==> config.mk <==
export PLATFORM = sky130hd
export DESIGN_NAME = bus_window_decoder
export DESIGN_NICKNAME = d
export VERILOG_FILES = /design/src/rtl/bus_window_decoder.sv
export SDC_FILE = /design/constraint.sdc
export NUM_CORES = 2
export LEC_CHECK = 0
export BUFFER_PORTS_ARGS = -buffer_cell sky130_fd_sc_hd__buf_2
export CAP_MARGIN = 0
export CORE_MARGIN = 5
export CORE_UTILIZATION = 59
export CTS_CLUSTER_DIAMETER = 100
export CTS_CLUSTER_SIZE = 16
export DETAILED_ROUTE_END_ITERATION = 8
export MAX_ROUTING_LAYER = met4
export PLACE_DENSITY = 0.78
export SETUP_SLACK_MARGIN = 0.4
export SYNTH_ARGS = -nofsm -noshare
export SYNTH_HDL_FRONTEND = slang
export SYNTH_SLANG_ARGS = --single-unit
==> constraint.sdc <==
create_clock -name clk -period 6.35 [get_ports clk]
set_clock_uncertainty 0.2 [all_clocks]
set_input_delay 0.635 -clock clk [delete_from_list [all_inputs] [get_ports clk]]
set_output_delay 0.635 -clock clk [all_outputs]
set_load 0.05 [all_outputs]
==> src/rtl/bus_window_decoder.sv <==
module bus_window_decoder #(
  parameter int NSLV    = 32,
  parameter int ROM_IDX = 4,
  parameter int RAM_IDX = 6,
  parameter int OFS_W   = 12,
  parameter logic [NSLV*32-1:0] SLV_INIT =
    {{(NSLV-7){32'h0}}, 32'h10060001, 32'h0, 32'h00040001, {4{32'h0}}}
) (
  input  logic             clk,
  input  logic             rst_n,
  input  logic             boot_keep,
  input  logic             reg_sel,
  input  logic             reg_wr,
  input  logic [3:0]       reg_be,
  input  logic [OFS_W-1:0] reg_addr,
  input  logic [31:0]      reg_wdata,
  output logic [31:0]      reg_rdata,
  output logic             reg_err,
  input  logic [31:0]      dec_addr,
  output logic [NSLV-1:0]  dec_sel,
  output logic             dec_miss,
  output logic             remap_active
);
  localparam int IW = (NSLV > 1) ? $clog2(NSLV) : 1;
  localparam logic [OFS_W-1:0] PRI_OFS = OFS_W'(12'h080);
  localparam logic [OFS_W-1:0] IDL_OFS = OFS_W'(12'h084);
  localparam logic [OFS_W-1:0] CTL_OFS = OFS_W'(12'h088);
  localparam logic [OFS_W-1:0] REV_OFS = OFS_W'(12'h08C);
  localparam logic [31:0]      REV_VAL = 32'h00010301;

  logic [31:0] cfg [NSLV];
  logic [31:0] pri_q, idle_q, ctl_q;
  logic        remap_q;
  logic [11:0] rom_rm, ram_rm;
  logic [11:0] eff [NSLV];
  logic [NSLV-1:0] hit;

  logic [IW-1:0] slot;
  logic word_ok, slv_ofs, ctl_ofs, acc_ok, we, lock_err;
  logic [11:0] ram_span;

  assign slot     = reg_addr[IW+1:2];
  assign word_ok  = (reg_be == 4'hF) && (reg_addr[1:0] == 2'b00);
  assign slv_ofs  = reg_addr < OFS_W'(NSLV*4);
  assign ctl_ofs  = (reg_addr == PRI_OFS) || (reg_addr == IDL_OFS) ||
                    (reg_addr == CTL_OFS) || (reg_addr == REV_OFS);
  assign acc_ok   = word_ok && (slv_ofs || ctl_ofs);
  assign we       = reg_sel && reg_wr && acc_ok;
  assign lock_err = we && (reg_addr == CTL_OFS) && remap_q && !reg_wdata[0];
  assign reg_err  = (reg_sel && !acc_ok) || lock_err;
  assign ram_span = 12'(1) << cfg[RAM_IDX][19:16];
  assign remap_active = remap_q;

  for (genvar i = 0; i < NSLV; i++) begin : g_win
    logic [16:0] lo, hi, a;
    if (i == ROM_IDX) begin : g_rom
      assign eff[i] = remap_q ? rom_rm : cfg[i][31:20];
    end else if (i == RAM_IDX) begin : g_ram
      assign eff[i] = remap_q ? ram_rm : cfg[i][31:20];
    end else begin : g_std
      assign eff[i] = cfg[i][31:20];
    end
    assign lo     = {5'b0, eff[i]};
    assign hi     = lo + (17'd1 << cfg[i][19:16]);
    assign a      = {5'b0, dec_addr[31:20]};
    assign hit[i] = cfg[i][0] && (a >= lo) && (a < hi);
  end

  assign dec_sel  = hit & (~hit + NSLV'(1));
  assign dec_miss = ~|hit;

  always_comb begin
    reg_rdata = '0;
    if (reg_sel && !reg_wr && acc_ok) begin
      if (slv_ofs) reg_rdata = {eff[slot], cfg[slot][19:0]};
      else if (reg_addr == PRI_OFS) reg_rdata = pri_q;
      else if (reg_addr == IDL_OFS) reg_rdata = idle_q;
      else if (reg_addr == CTL_OFS) reg_rdata = ctl_q | {31'b0, remap_q};
      else reg_rdata = REV_VAL;
    end
  end

  always_ff @(posedge clk) begin
    if (!rst_n) begin
      for (int i = 0; i < NSLV; i++) cfg[i] <= SLV_INIT[i*32 +: 32];
      pri_q  <= '0;
      idle_q <= '0;
      ctl_q  <= '0;
      if (!boot_keep) begin
        remap_q <= 1'b0;
        rom_rm  <= '0;
        ram_rm  <= '0;
      end
    end else if (we) begin
      if (slv_ofs) cfg[slot] <= reg_wdata;
      else if (reg_addr == PRI_OFS) pri_q <= reg_wdata;
      else if (reg_addr == IDL_OFS) idle_q <= reg_wdata;
      else if (reg_addr == CTL_OFS) begin
        ctl_q <= reg_wdata;
        if (!remap_q && reg_wdata[0]) begin
          remap_q <= 1'b1;
          ram_rm  <= cfg[ROM_IDX][31:20];
          rom_rm  <= cfg[ROM_IDX][31:20] + ram_span;
        end
      end
    end
  end
endmodule


-- Word level (Yosys, flattened, before mapping)
Memories as Yosys holds them, arrays and structs flattened.
Index checks and enable logic that the tools add are counted.
- add/subtract/negate cells: 34
- $lt $le $gt $ge: 66
- eq/ne operators: 12
- shift-type cells: 33
- multiplexer cells: 41
- bitwise logic cells: 7
- reductions and logical operators: 92
- operators with widths (cell ; count):
    adder 12 x 17 -> 17 bit ; 32
    < comparator 12 x 17 -> 1 bit ; 32
    << shifter 1 x 4 -> 17 bit (first input constant) ; 32
    greater-or-equal comparator 12 bit ; 32
    two-way mux 12 bit ; 19
    two-way mux 32 bit ; 6
    logical AND 1 bit ; 75
    OR reduction 32 bit ; 2
    binary-select mux 12 bit (select 5 bit) ; 1
    == test 12 x 8 -> 1 bit (second input constant) ; 4
    adder 32 x 1 -> 32 bit (second input constant) ; 1
    bitwise AND 32 bit ; 1
    NOT 32 bit ; 1
    OR 32 x 1 -> 32 bit ; 1
    two-way mux 1 bit ; 14
    adder 12 bit ; 1
    < comparator 12 x 8 -> 1 bit (second input constant) ; 1
    << shifter 1 x 4 -> 12 bit (first input constant) ; 1
    != test 2 bit (second input constant) ; 4
    AND reduction 7 bit ; 1
    greater-or-equal comparator 6 bit (second input constant) ; 1
    != test 2 x 1 -> 1 bit (second input constant) ; 3
    NOT 5 -> 6 bit ; 1
    zero test 1 bit ; 5
    8 further kinds ; 14
- bits in registers: 121
- RAM bits: 1024
- input port bits: 85
- output and inout bits: 67
- logic and storage cells: 292
- memories kept: 1
- memory list (name ; words ; width ; read ports ; clocked after Yosys merged registers in ; write ports ; line ; text):
    cfg ; 32 ; 32 ; 33 ; 0 ; 32 ; 31 ; logic [31:0] cfg [NSLV];

-- Logic depth before layout (Yosys ltp)
- depth after elaboration: 12
- depth in mapped cells: 25
- depth with buffers taken out: 24

-- Worst setup path after synthesis
No wires, ideal clock.
- path type: register to output
- start: reg remap_q (netlist: remap_active)
- end: out dec_sel[30]
- data arrival time: 6750 ps
- data required time: 5515 ps
- path slack: -1235 ps
- stages on the path, launching flop included: 24
- buffers on the path: 2
- cell sequence: edfxtp_1 > buf_4 > clkbuf_1 > mux2_2 > ha_1 > fa_1 > a21oi_1 > maj3_2 > o31a_1 > a21oi_1 > a21o_1 > a21oi_1 > xor2_1 > ha_1 > or4_1 > o22ai_1 > nand3b_1 > nor4b_1 > a21o_1 > a311o_2 > nand3_2 > nor4b_4 > nand4_2 > nor4b_1
- cells in the longest elaborated chain, start to end: 7
- elaborated cells on any way between the ends: 15
- classes of those cells: add/sub: 3; order compare: 4; mux: 2; bitwise: 2; reduce/logical: 4
- ends and longest elaborated chain (item ; line ; text):
    start: declaration ; 33 ; logic remap_q;
    start signal: assignment ; 90 ; remap_q <= 1'b0;
    start signal: assignment ; 101 ; remap_q <= 1'b1;
    two-way mux 12 bit (on tied branches) ; 57, 59 ;
    adder 12 x 17 -> 17 bit / greater-or-equal comparator 12 bit (equally long branches) ; 64, 66 ;
    < comparator 12 x 17 -> 1 bit / logical AND 1 bit (equally long branches) ; 66 ; assign hit[i] = cfg[i][0] && (a >= lo) && (a < hi);
    logical AND 1 bit ; 66 ;
    NOT 32 bit * ; 69 ; assign dec_sel = hit & (~hit + NSLV'(1));
    adder 32 x 1 -> 32 bit * ; 69 ;
    bitwise AND 32 bit * ; 69 ;
    end: declaration ; 20 ; output logic [NSLV-1:0] dec_sel,
Mark *: on every way between the ends. The rest lies on a longest branch, timed or not.

==> impl_metrics.ini <==
[outcome]
status = finished with violations
violations = setup timing

[logic_synthesis]
synth-edff-count = 1049
synthMostInstantiatedCell = ha_1
async_reset_ff_share_pct = 0
synth_top_area_share_pct = 35.31
synth_cells = 8755
synthFlopType = edfxtp_1
synth_area_sq_um = 89200
synth_common_cells = 1,126 x ha_1, 1,053 x and2_1, 1,049 x edfxtp_1
yosysTopAreaCell = edfxtp_1
ys_ff_latch = 1145
synth.avg_cell_area_sq_um = 10.19
yosysWarnings = 0
synth_cell_types = 94
seq_area_frac_synth_pct = 37.47
syn_nets = 9999
netlist_top_cells_area = edfxtp_1 35%, ha_1 16%, and2_1 7.4%

[sta]
fin_crit_ns = 6.880
relSlewSlack_pct = 17.82
setup_ws_ns = -0.5299
fmax_mhz = 145.4
rsz0062_at_grt = yes
post-route-period-util_pct = 108.3
setup_viol = 27
worst_slew_pin_slew_ns = 1.202
slew_viol_final = 0
hold_viol = 0

[worst_setup_path]
critPathMaxStageDelay_ns = 0.56
rr_worst_depth = 15
worstPathRequired_ns = 5.51
crit_path_top_delay_cell = or4b_4
critPathArrivalTime_ns = 6.04
worst-path-max-fanout = 6
reg2reg_slack_ns = 2.48
critical_path_class = register to output pin
start_kind = register
reg2reg_to = rom_rm[11]
r2r-start = cfg[6][17]
cp_common_cell = buf_4
end_kind = output pin

[power]
ir_drop_mv = 0.3263
intPower_uw = 12830
clockPowerShare_pct = 28.5
power_frac_comb_pct = 24.1
sequentialPowerShare_pct = 47.4
p_leak_uw = 0.04087
swShare_pct = 31.36
p_sw_uw = 5861
p_per_area_nw_per_um2 = 187.4

[worst_hold_path]
hold_class = input port to register
hp-start = rst_n
holdPathEnd = remap_active
whs_path_depth = 1

[die]
coreArea_sq_um = 150100
rows = 142
die_w_um = 398.8
dieArea_sq_um = 159100
pin_count = 152
die_h_um = 398.8
start_util_pct = 59.42

[grt]
grt_pass1_vias = 71205
grt_usage_pct = 38.93
grt_max_degree = 92
grt_pass1_wl_um = 449600
overflow = 0
antenna_found_initial = 32

[clock_tree]
path_clk_slew_ns = 0.08
clk_latency_ns = 0.70
cts-root-buf = clkbuf_16
cts_buffer_depth = 3
htreeDepth = 3
clock_sinks = 1145
cts_tree = yes
postCtsHoldBufs = 0
cts_buffers = 83

[placed_design]
place_area_sq_um = 94480
port_buffers = 131
dp_hpwl_um = 217300
gp_congestion = 1.052
place_ws_ns = -0.3784

[route]
num_vias = 74606
avgRoutedWirePerCell_um = 27.76
drtIter0Drc = 10927
drt-total-wl_um = 309100
ant_nets = 0
drc = 0
viasPerCell = 6.699
first_pass_iters = 6

[final_layout]
drive_above_1_share_pct = 14.60
area_delta_synth_final_pct = 11.84
fin_area_sq_um = 99760
num-fill-cells = 11352
nets = 10304

[run]
maxCapViolations = 0
worst max-delay path, delay by kind of cell (launching register included):
family                     cells  cell delay (ns)
buffers and inverters          7             1.08
xor gates and xnor gates       1             0.15
AOI/OAI and AO/OA              9             2.02
DFF                            1             0.48
and+or+nand+nor                7             1.41
adders and majority gates      1             0.19
flip-flops by register name, indices dropped and copies added (netlist names):
register,count
ram_rm,12
rom_rm,12
remap_active,1
ctl_q,32
pri_q,32
cfg,1024
idle_q,32
power by group through the flow:
stage	clock [uW]	combinational, uW	sequential, uW
after floorplan	0	2580	8870
after global placement	0	3940	9000
after detailed placement	0	4070	9020
after CTS	5290	4250	8850
after global routing	5590	4820	8880
final	5320	4510	8860
stage by stage:
step,power (uW),hold WS [ns],TNS (ns),util [%],std cells
global placement,12940,0.2335,-3.592,62.93,10808
global route,19290,0.2571,-15.87,66.42,11123
CTS,18390,0.2219,-8.352,65.56,11026
detailed placement,13100,0.2451,-5.087,62.93,10808
finish,18690,0.2382,-10.60,66.45,11137
floorplan,11450,0.2276,0,-,8755
area by class of cell:
type	instances	area, sq um	area share (%)
Antenna cell	28	70.07	0.07024
Clock buffer	106	2185	2.190
Clock inverter	12	217.7	0.2182
Inverter	543	2038	2.043
Multi-Input combinational cell	6653	54130	54.26
Sequential cell	1145	33420	33.50
Tap cell	2016	2522	2.529
Timing Repair Buffer	634	5176	5.189
how the worst max path moves through the flow:
stage                            start           to  slack (ns)  cells past startpoint
after CTS                   cfg[6][16]     dec_miss       -0.51                     25
after detailed placement    cfg[3][17]     dec_miss       -0.38                     25
after global routing       cfg[12][16]     dec_miss       -0.77                     28
after floorplan           remap_active     dec_miss        0.17                     23
final                       cfg[6][17]  dec_sel[26]       -0.53                     25
after global placement      cfg[3][17]     dec_miss       -0.28                     25
layout by cell type (no fill, tap or decap), types with 175 or more instances in the layout:
cell type	Yosys	layout
nand2_1	452	448
mux4_2	256	256
edfxtp_1	1049	1049
nor3_1	252	229
o21ai_0	413	350
nor2_1	469	448
and2_1	1053	1053
xor2_1	175	175
a21oi_1	445	412
buf_4	2	471
inv_1	543	535
ha_1	1126	1108
nand2b_1	271	254
a21o_1	180	180
per-layer routing:
metal	routed length (um)	GRT usage (%)	vias up
li1	-	-	32734
met1	112500	50.34	35882
met2	131800	56.20	4945
met3	43760	10.03	1045
met4	21110	21.28	0
met5	0	-	-
repair_timing:
action | 4_1_cts | 5_1_grt
buffers inserted | 100 | 83
endpoints found under the setup margin | 32 | 33
gates resized for setup | 196 | 141
pin swaps | 71 | 66
kinds of logic after synthesis:
kind of cell    after synthesis  synth area share (%)
xor+xnor                    296                 2.906
simple gates               2992                 18.14
fa+ha+maj                  1160                 16.55
compound gates             1907                 13.91
mux                         298                 6.970
flops                      1145                 37.47
buf+inv                     957                 4.062
No activity file was read; power rests on OpenSTA's default activity.
